--- src/rtl/shp_pkg.sv ---
package shp_pkg;

  typedef enum logic [1:0] {
    ACT_HOLD    = 2'd0,
    ACT_ADVANCE = 2'd1,
    ACT_RESYNC  = 2'd2
  } shp_act_e;

endpackage

--- src/rtl/shp_sync.sv ---
module shp_sync (
  input  logic clk,
  input  logic rst_n,
  input  logic din,
  output logic level,
  output logic changed
);

  logic meta_q, sync_q, last_q;

  always_ff @(posedge clk or negedge rst_n) begin
    if (!rst_n) begin
      meta_q <= 1'b1;
      sync_q <= 1'b1;
      last_q <= 1'b1;
    end else begin
      meta_q <= din;
      sync_q <= meta_q;
      last_q <= sync_q;
    end
  end

  assign level   = sync_q;
  assign changed = sync_q ^ last_q;

endmodule

--- src/rtl/shp_meter.sv ---
module shp_meter #(
  parameter int MIN_RUN = 10,
  parameter int CW      = 4
) (
  input  logic          clk,
  input  logic          rst_n,
  input  logic          changed,
  output logic [CW-1:0] run_len,
  output logic [CW-1:0] run_next
);

  localparam logic [CW-1:0] SAT = CW'(MIN_RUN);

  logic [CW-1:0] len_q;

  always_comb begin
    if (changed)
      run_next = CW'(1);
    else if (len_q == SAT)
      run_next = SAT;
    else
      run_next = len_q + CW'(1);
  end

  always_ff @(posedge clk or negedge rst_n) begin
    if (!rst_n)
      len_q <= SAT;
    else
      len_q <= run_next;
  end

  assign run_len = len_q;

endmodule

--- src/rtl/shp_fifo.sv ---
module shp_fifo #(
  parameter int DEPTH = 4,
  parameter int W     = 4,
  parameter int NW    = 3
) (
  input  logic          clk,
  input  logic          rst_n,
  input  logic          push,
  input  logic [W-1:0]  wdata,
  input  logic          pop,
  input  logic          flush,
  output logic [W-1:0]  head,
  output logic          not_empty,
  output logic          full,
  output logic [NW-1:0] count
);

  localparam int AW = (DEPTH > 1) ? $clog2(DEPTH) : 1;
  localparam logic [AW-1:0] LAST = AW'(DEPTH - 1);

  logic [W-1:0]  mem [DEPTH];
  logic [AW-1:0] wr_q, rd_q, wr_d, rd_d;
  logic [NW-1:0] cnt_q, cnt_d;
  logic          wr_ok, rd_ok;

  assign full      = (cnt_q == NW'(DEPTH));
  assign not_empty = (cnt_q != '0);
  assign wr_ok     = push && (!full || pop) && !flush;
  assign rd_ok     = pop && not_empty && !flush;

  always_comb begin
    wr_d  = wr_q;
    rd_d  = rd_q;
    cnt_d = cnt_q;
    if (flush) begin
      wr_d  = '0;
      rd_d  = '0;
      cnt_d = '0;
    end else begin
      if (wr_ok) wr_d = (wr_q == LAST) ? '0 : wr_q + AW'(1);
      if (rd_ok) rd_d = (rd_q == LAST) ? '0 : rd_q + AW'(1);
      case ({wr_ok, rd_ok})
        2'b10:   cnt_d = cnt_q + NW'(1);
        2'b01:   cnt_d = cnt_q - NW'(1);
        default: cnt_d = cnt_q;
      endcase
    end
  end

  always_ff @(posedge clk or negedge rst_n) begin
    if (!rst_n) begin
      wr_q  <= '0;
      rd_q  <= '0;
      cnt_q <= '0;
    end else begin
      wr_q  <= wr_d;
      rd_q  <= rd_d;
      cnt_q <= cnt_d;
    end
  end

  for (genvar i = 0; i < DEPTH; i++) begin : g_slot
    logic slot_en;
    assign slot_en = wr_ok && (wr_q == AW'(i));
    always_ff @(posedge clk) begin
      if (slot_en) mem[i] <= wdata;
    end
  end

  assign head  = mem[rd_q];
  assign count = cnt_q;

endmodule

--- src/rtl/shp_player.sv ---
module shp_player
  import shp_pkg::*;
#(
  parameter int MIN_RUN    = 10,
  parameter int MAX_STREAK = 3,
  parameter int CW         = 4,
  parameter int SW         = 2
) (
  input  logic          clk,
  input  logic          rst_n,
  input  logic          live_lvl,
  input  logic          run_end,
  input  logic [CW-1:0] run_next,
  input  logic [CW-1:0] q_head,
  input  logic          q_valid,
  input  logic          q_full,
  output logic          q_pop,
  output logic          q_flush,
  output logic          shaped,
  output logic          stretch,
  output logic [SW-1:0] streak
);

  localparam logic [CW-1:0] SAT      = CW'(MIN_RUN);
  localparam logic [SW-1:0] LAST_STK = SW'(MAX_STREAK - 1);

  logic          lvl_q, lvl_d;
  logic [CW-1:0] hold_q, hold_d;
  logic [SW-1:0] stk_q, stk_d;
  logic          flag_q, flag_d;
  logic          at_min, is_short, overflow, last_short, hold_en;
  shp_act_e      act;

  assign at_min     = (hold_q == SAT);
  assign q_pop      = q_valid && at_min;
  assign is_short   = q_pop && (q_head < SAT);
  assign overflow   = run_end && !q_pop && q_full;
  assign last_short = is_short && (stk_q == LAST_STK);
  assign q_flush    = overflow || last_short;

  always_comb begin
    if (q_flush)    act = ACT_RESYNC;
    else if (q_pop) act = ACT_ADVANCE;
    else            act = ACT_HOLD;
  end

  always_comb begin
    lvl_d  = lvl_q;
    hold_d = hold_q;
    stk_d  = stk_q;
    flag_d = is_short;
    case (act)
      ACT_RESYNC: begin
        lvl_d  = live_lvl;
        hold_d = run_next;
        stk_d  = '0;
      end
      ACT_ADVANCE: begin
        lvl_d  = ~lvl_q;
        hold_d = CW'(1);
        stk_d  = is_short ? stk_q + SW'(1) : '0;
      end
      default: begin
        hold_d = hold_q + CW'(1);
      end
    endcase
  end

  assign hold_en = !((act == ACT_HOLD) && at_min);

  always_ff @(posedge clk or negedge rst_n) begin
    if (!rst_n) begin
      lvl_q  <= 1'b1;
      hold_q <= SAT;
      stk_q  <= '0;
      flag_q <= 1'b0;
    end else begin
      lvl_q  <= lvl_d;
      stk_q  <= stk_d;
      flag_q <= flag_d;
      if (hold_en) hold_q <= hold_d;
    end
  end

  assign shaped  = lvl_q;
  assign stretch = flag_q;
  assign streak  = stk_q;

endmodule

--- src/rtl/txd_pulse_shaper.sv ---
module txd_pulse_shaper #(
  parameter int MIN_RUN    = 10,
  parameter int MAX_STREAK = 3,
  parameter int QDEPTH     = 4
) (
  input  logic clk_smp,
  input  logic rst_n,
  input  logic txd_raw,
  output logic txd_shaped,
  output logic stretch_pulse
);

  localparam int CW = $clog2(MIN_RUN + 1);
  localparam int SW = (MAX_STREAK > 1) ? $clog2(MAX_STREAK + 1) : 1;
  localparam int NW = $clog2(QDEPTH + 1);

  logic          live_lvl, run_end;
  logic [CW-1:0] run_len, run_next, q_head;
  logic          q_valid, q_full, q_pop, q_flush;
  logic [NW-1:0] q_count;
  logic [SW-1:0] streak;

  shp_sync u_sync (
    .clk     (clk_smp),
    .rst_n   (rst_n),
    .din     (txd_raw),
    .level   (live_lvl),
    .changed (run_end)
  );

  shp_meter #(.MIN_RUN(MIN_RUN), .CW(CW)) u_meter (
    .clk      (clk_smp),
    .rst_n    (rst_n),
    .changed  (run_end),
    .run_len  (run_len),
    .run_next (run_next)
  );

  shp_fifo #(.DEPTH(QDEPTH), .W(CW), .NW(NW)) u_fifo (
    .clk       (clk_smp),
    .rst_n     (rst_n),
    .push      (run_end),
    .wdata     (run_len),
    .pop       (q_pop),
    .flush     (q_flush),
    .head      (q_head),
    .not_empty (q_valid),
    .full      (q_full),
    .count     (q_count)
  );

  shp_player #(
    .MIN_RUN(MIN_RUN), .MAX_STREAK(MAX_STREAK), .CW(CW), .SW(SW)
  ) u_player (
    .clk      (clk_smp),
    .rst_n    (rst_n),
    .live_lvl (live_lvl),
    .run_end  (run_end),
    .run_next (run_next),
    .q_head   (q_head),
    .q_valid  (q_valid),
    .q_full   (q_full),
    .q_pop    (q_pop),
    .q_flush  (q_flush),
    .shaped   (txd_shaped),
    .stretch  (stretch_pulse),
    .streak   (streak)
  );

endmodule

--- config.mk ---
export PLATFORM = sky130hd
export DESIGN_NAME = txd_pulse_shaper
export DESIGN_NICKNAME = d
export VERILOG_FILES = /design/src/rtl/shp_pkg.sv /design/src/rtl/shp_sync.sv /design/src/rtl/shp_meter.sv /design/src/rtl/shp_fifo.sv /design/src/rtl/shp_player.sv /design/src/rtl/txd_pulse_shaper.sv
export SDC_FILE = /design/constraint.sdc
export NUM_CORES = 1
export LEC_CHECK = 0
export BUFFER_PORTS_ARGS = -buffer_cell sky130_fd_sc_hd__buf_2
export CORE_MARGIN = 2
export CORE_UTILIZATION = 60
export CTS_BUF_LIST = sky130_fd_sc_hd__clkbuf_4 sky130_fd_sc_hd__clkbuf_8
export CTS_CLUSTER_SIZE = 40
export DETAILED_ROUTE_END_ITERATION = 6
export PLACE_DENSITY = 0.77
export SETUP_SLACK_MARGIN = 0.4
export SLEW_MARGIN = 25
export SYNTH_ARGS = -nofsm -noshare
export SYNTH_HDL_FRONTEND = slang
export SYNTH_HIERARCHICAL = 1
export SYNTH_SLANG_ARGS = --single-unit
--- constraint.sdc ---
create_clock -name clk_smp -period 5.15 [get_ports clk_smp]
set_input_delay 0.7725 -clock clk_smp [delete_from_list [all_inputs] [get_ports clk_smp]]
set_output_delay 0.7725 -clock clk_smp [all_outputs]
set_load 0.03 [all_outputs]
**After elaboration in Yosys (flattened, before gate mapping)**

Memories as Yosys holds them, arrays and structs flattened.
Cells that the tools add are included.

- Add/subtract/negate cells: 7
- $lt $le $gt $ge: 1
- Equality and inequality tests: 12
- Multiplexer cells: 33
- Bitwise logic cells: 2
- Reductions and logical operators: 29

Operators with widths:

| operator | count |
|---|---|
| 2-bit 2-to-1 mux | 11 |
| 4-bit 2-to-1 mux | 5 |
| 1-bit logical AND | 14 |
| 2-bit == test, second input constant | 6 |
| 1-bit 2-to-1 mux | 12 |
| 4-bit OR reduction | 3 |
| 4-bit by 1-bit adder with 4-bit output, second input constant | 2 |
| 4-bit == test, second input constant | 2 |
| 4-bit one-hot mux with 2 select lines | 1 |
| 2-bit by 1-bit adder with 2-bit output, second input constant | 3 |
| 2-bit by 1-bit == test with 1-bit output, second input constant | 3 |
| 3-bit one-hot mux with 2 select lines | 1 |
| 2-bit nonzero test | 3 |
| 3-bit nonzero test | 2 |
| 2-bit logical NOT | 2 |
| 4-bit < comparator, second input constant | 1 |
| 2-bit one-hot mux with 2 select lines | 1 |
| 3-bit by 1-bit adder with 3-bit output, second input constant | 1 |
| 3-bit == test, second input constant | 1 |
| 1-bit logical NOT | 3 |
| 3-bit 2-to-1 mux | 1 |
| 3-bit by 1-bit subtractor with 3-bit output, second input constant | 1 |
| 1-bit logical OR | 2 |
| 1-bit one-hot mux with 2 select lines | 1 |
| other kinds (2) | 2 |

- Bits in registers: 22
- Bits in writable memories: 16
- Output and inout bits: 2
- Memories kept: 1

Memory list:

| memory | words | bits a word | read ports | clocked after Yosys merged registers in | write ports | RTL line | text |
|---|---|---|---|---|---|---|---|
| u_fifo.mem | 4 | 4 | 1 | 0 | 1 | shp_fifo.sv:21 | `logic [W-1:0] mem [DEPTH];` |

**Depth between registers and ports, before layout**

- Word-level depth: 15
- Gate-level depth with buffers: 12

**Modules after synthesis**

The synthesis kept the hierarchy.

By module, submodules not included:

| module | times used | cells each | area an instance (um^2) | sequential area each (um^2) |
|---|---|---|---|---|
| shp_fifo | 1 | 85 | 1152.4 | 655.6 |
| shp_player | 1 | 53 | 511.7 | 203.9 |
| shp_meter | 1 | 17 | 191.4 | 102.6 |
| shp_sync | 1 | 4 | 87.6 | 78.8 |

**Worst setup path after synthesis**

OpenSTA, ideal clock, no wires.

- Kind: reg-to-reg
- From: register u_fifo.rd_q[0]
- To: register u_fifo.cnt_q[2], in the netlist u_fifo/count[2]
- Library setup time: 0.082 ns
- Data arrival time: 3.103 ns
- Data required time: 5.068 ns
- Slack: 1.965 ns
- Stages on the path, launching flop included: 11
- Path buffers: 2
- Clock period less this slack: 3.185 ns
- Path through: dfrtp_1 clkbuf_1 mux4_2 o21ai_0 nand3_1 o21ai_0 buf_1 nor3b_1 fa_1 or4_1 a31oi_1

- Longest elaborated chain between the ends: 10

RTL lines:

| element | RTL line | text |
|---|---|---|
| start, declared | shp_fifo.sv:22 | `logic [AW-1:0] wr_q, rd_q, wr_d, rd_d;` |
| start signal, assigned | shp_fifo.sv:57 | `rd_q <= rd_d;` |
| memory 4 x 4 bit (*) | -- |  |
| via q_head[2] | txd_pulse_shaper.sv:18 | `logic [CW-1:0] run_len, run_next, q_head;` |
| 4-bit < comparator (*) | shp_player.sv:36 | `assign is_short = q_pop && (q_head < SAT);` |
| 1-bit logical AND (*) | shp_player.sv:36 |  |
| 1-bit logical AND (*) | shp_player.sv:38 | `assign last_short = is_short && (stk_q == LAST_STK);` |
| 1-bit logical OR (*) | shp_player.sv:39 | `assign q_flush = overflow \|\| last_short;` |
| via q_flush | txd_pulse_shaper.sv:19 | `logic q_valid, q_full, q_pop, q_flush;` |
| 1-bit logical NOT | shp_fifo.sv:28, shp_fifo.sv:29 |  |
| 1-bit logical AND (on tied branches) | shp_fifo.sv:29, shp_fifo.sv:28 |  |
| 2-bit by 1-bit == test with 1-bit output or 2-bit == test (tied branches) | shp_fifo.sv:42 | `case ({wr_ok, rd_ok})` |
| 3-bit one-hot mux with 2 select lines | shp_fifo.sv:42 |  |
| 3-bit 2-to-1 mux | shp_fifo.sv:35 | `if (flush) begin` |
| end signal, assigned | shp_fifo.sv:58 | `cnt_q <= cnt_d;` |
| end, declared | shp_fifo.sv:23 | `logic [NW-1:0] cnt_q, cnt_d;` |

The timed path passes the listed nets; every way through them passes the cells marked *.
A chain may end at the register's enable or synchronous reset.

**Final worst setup path**

- From: register u_fifo.cnt_q[1], in the netlist u_fifo/count[1]
- To: register u_fifo.cnt_q[1], in the netlist u_fifo/count[1]

- Longest elaborated chain between the ends: 11

RTL lines:

| element | RTL line | text |
|---|---|---|
| 3-bit nonzero test (*) | shp_fifo.sv:27 | `assign not_empty = (cnt_q != '0);` |
| via q_valid | txd_pulse_shaper.sv:19 |  |
| 1-bit logical AND (*) | shp_player.sv:35 | `assign q_pop = q_valid && at_min;` |
| via q_pop | txd_pulse_shaper.sv:19 |  |
| 1-bit logical NOT | shp_player.sv:37 | `assign overflow = run_end && !q_pop && q_full;` |
| 1-bit logical AND (2 in a row) | shp_player.sv:37 |  |
| 1-bit logical OR (*) | shp_player.sv:39 |  |
| via q_flush | txd_pulse_shaper.sv:19 |  |
| 1-bit logical NOT | shp_fifo.sv:28, shp_fifo.sv:29 |  |
| 1-bit logical AND (on tied branches) | shp_fifo.sv:29, shp_fifo.sv:28 |  |
| 2-bit by 1-bit == test with 1-bit output or 2-bit == test (tied branches) | shp_fifo.sv:42 |  |
| 3-bit one-hot mux with 2 select lines | shp_fifo.sv:42 |  |
| 3-bit 2-to-1 mux | shp_fifo.sv:35 |  |

Marked as above.

==> impl_metrics.csv <==
group,metric,value,unit
worst_setup_path,critical_path.slowest_cell,"o21ai_1",
sta,whs,0.361,ns
routing,drc_errors,0,
placed_design,post_dp_cell_area,1820,µm²
layout,nNetsFinal,173,
floorplanning,die_h,58.8,µm
worst_setup_path,crit_chain,"or3_1 > nand4b_1 > inv_2 > o21ai_1 > nor3b_1 > fa_1 > and2_1 > a211oi_1 > a2111oi_0",
layout,areaGrowthSynthToFinish,4.80,%
sta,rsz0062_at_grt,"no",
flow_run,maxCapViolCount,0,
floorplanning,fp-row-count,19,
placed_design,gp_congestion,0.846,
global_route,grt_max_degree,23,
layout,final_core_util,67.3,%
clock_tree,htree_levels,2,
clock_tree,clk_latency,0.33,ns
clock_tree,cts_sinks,34,
outcome,status,"finished clean",
yosys,syn_inst,154,
yosys,syn_area_per_cell,11.7,µm²
global_route,antenna_found_initial,0,
routing,drt_first_iter_violations,41,
global_route,grt_usage,20.6,%
sta,tns,0,ns
clock_tree,root_buffer,"clkbuf_4",
yosys,synthesis.area,1800,µm²
sta,finalHoldViolations,0,
floorplanning,core,2810,µm²
sta,tightest_slew,0.654,ns
routing,antenna_left,0,
yosys,yosysWarnings,6,
layout,stdcell_area,1890,µm²
floorplanning,ios,5,
worst_setup_path,worst_path_largest_cell_delay,0.58,ns
layout,diodes,0,
floorplanning,die_w,58.8,µm
worst_setup_path,end_kind,"flop",
placed_design,pre_cts_ws,1.33,ns
routing,first_pass_iters,4,
routing,vias,1175,
sta,slew_violations,0,
clock_tree,cts_buffers,5,
global_route,grt_pass1_wl,5210,µm
layout,drive_gt1_share,19.4,%
global_route,first_global_vias,1131,
yosys,syn_nets,168,
worst_setup_path,worst_setup_path_start_kind,"flop",
worst_setup_path,crit_type,"reg -> reg",
routing,wl_per_cell,15.4,µm
clock_tree,clk_pin_slew,0.10,ns
sta,clock_skew,0.00371,ns
clock_tree,cts-resized-gates,0,
layout,fill_cells,207,
global_route,grt.overflow.total,0,
power,ir_drop,0.000287,V
sta,slew_headroom,56.1,%
clock_tree,cts_tree,"built",
placed_design,hpwlAfterDp,2150,µm
sta,worst_slack,1.66,ns
routing,wl,2940,µm
worst_setup_path,crit_fanout,15,
sta,max_freq,286,MHz
worst_setup_path,cp.arrival,3.70,ns
routing,via_per_inst,6.15,
placed_design,port_buffers,4,
floorplanning,die_area,3460,µm²
sta,timing.final.crit_share,67.8,%
clock_tree,cts-hold-fix-buffers,0,
sta,finalSetupViolations,0,
power,p_leak,0.767,nW
worst_setup_path,critPathRequiredTime,5.36,ns
hold_path,hold_class,"reg -> reg",
floorplanning,start_util,64.2,%
sta,finalCriticalPeriod,3.49,ns
clock_tree,cts_buffer_depth,2,
clock_tree,cts_setup_buffers,0,
power,power.density,505,nW/µm²
[metrics by stage]
stage / instances / power [mW]
after floorplan: 154 / 0.728
final: 191 / 0.953
after detailed placement: 183 / 0.803
after CTS: 191 / 0.959
after global placement: 183 / 0.786
after global routing: 191 / 1.03
[power breakdown]
| part | internal, mW | switching, mW |
|---|---|---|
| clock network | 0.0714 | 0.0846 |
| logic | 0.161 | 0.176 |
| registers | 0.375 | 0.0850 |
| total | 0.607 | 0.346 |
[state kept, by name (all words and copies together) (netlist names)]
signal	flops
u_fifo/rd_q	2
u_player/stretch	1
u_player/streak	2
u_fifo/count	3
u_player/hold_q	4
u_sync/meta_q	1
u_sync/level	1
u_meter/run_len	4
u_sync/last_q	1
u_player/shaped	1
u_fifo/wr_q	2
u_fifo/mem	12
[layer usage]
layer | vias to the layer above | part of all wire (%) | global-route usage (%)
li1 | 575 | - | -
met1 | 573 | 48 | 27.8
met2 | 20 | 47 | 30.6
met3 | 7 | 3.5 | 5.93
met4 | 0 | 2.2 | 10.1
met5 | - | 0 | 0
[path summary, 6_finish.rpt]
kind                                       from                  to  slack (ns)  cells after the start
worst max register to register  u_fifo/count[1]     u_fifo/count[1]        1.66                      9
max in group asynchronous                 rst_n  u_player/hold_q[3]        4.42                      1
worst min register to register    u_sync/meta_q        u_sync/level        0.36                      0
min in group asynchronous                 rst_n  u_meter/run_len[2]        0.38                      1
worst min-delay path              u_sync/meta_q        u_sync/level        0.36                      0
worst max-delay path            u_fifo/count[1]     u_fifo/count[1]        1.66                      9
[critical path, delay by kind of cell (launching register included)]
| kind | cells | cell delay [ns] |
|---|---|---|
| buffers and inverters | 1 | 0.23 |
| adder cells (fa/ha/maj) | 1 | 0.53 |
| flip-flops | 1 | 0.51 |
| AND/OR/NAND/NOR | 4 | 1.09 |
| AO/OA/AOI/OAI | 3 | 1.01 |
[placed cells by master, fill, tap and decap left out, types with 2 or more instances in the layout]
cell type,count
or4_1,2
a211oi_1,4
edfxtp_1,12
and2_1,6
or3_1,5
nand3_1,6
buf_2,4
inv_1,8
nand4b_1,2
dfstp_2,8
nor2_1,9
clkbuf_4,6
o21ai_0,6
xnor2_1,2
o21ai_1,3
mux2i_1,2
dfrtp_1,14
a21oi_1,6
a31oi_1,2
o21a_1,2
a21oi_2,2
mux4_2,3
xor2_1,5
nand2_1,5
o21bai_1,2
ha_1,10
[layout make-up]
type | count | area (µm²) | area share, %
inverter | 9 | 33.8 | 1.79
tap | 31 | 38.8 | 2.06
sequential | 34 | 921 | 48.8
multi-input combinational | 104 | 802 | 42.5
timing repair buffer | 5 | 27.5 | 1.46
clock buffer | 7 | 58.8 | 3.12
clock inverter | 1 | 5.00 | 0.265
Power figures use the tool's default switching activity.
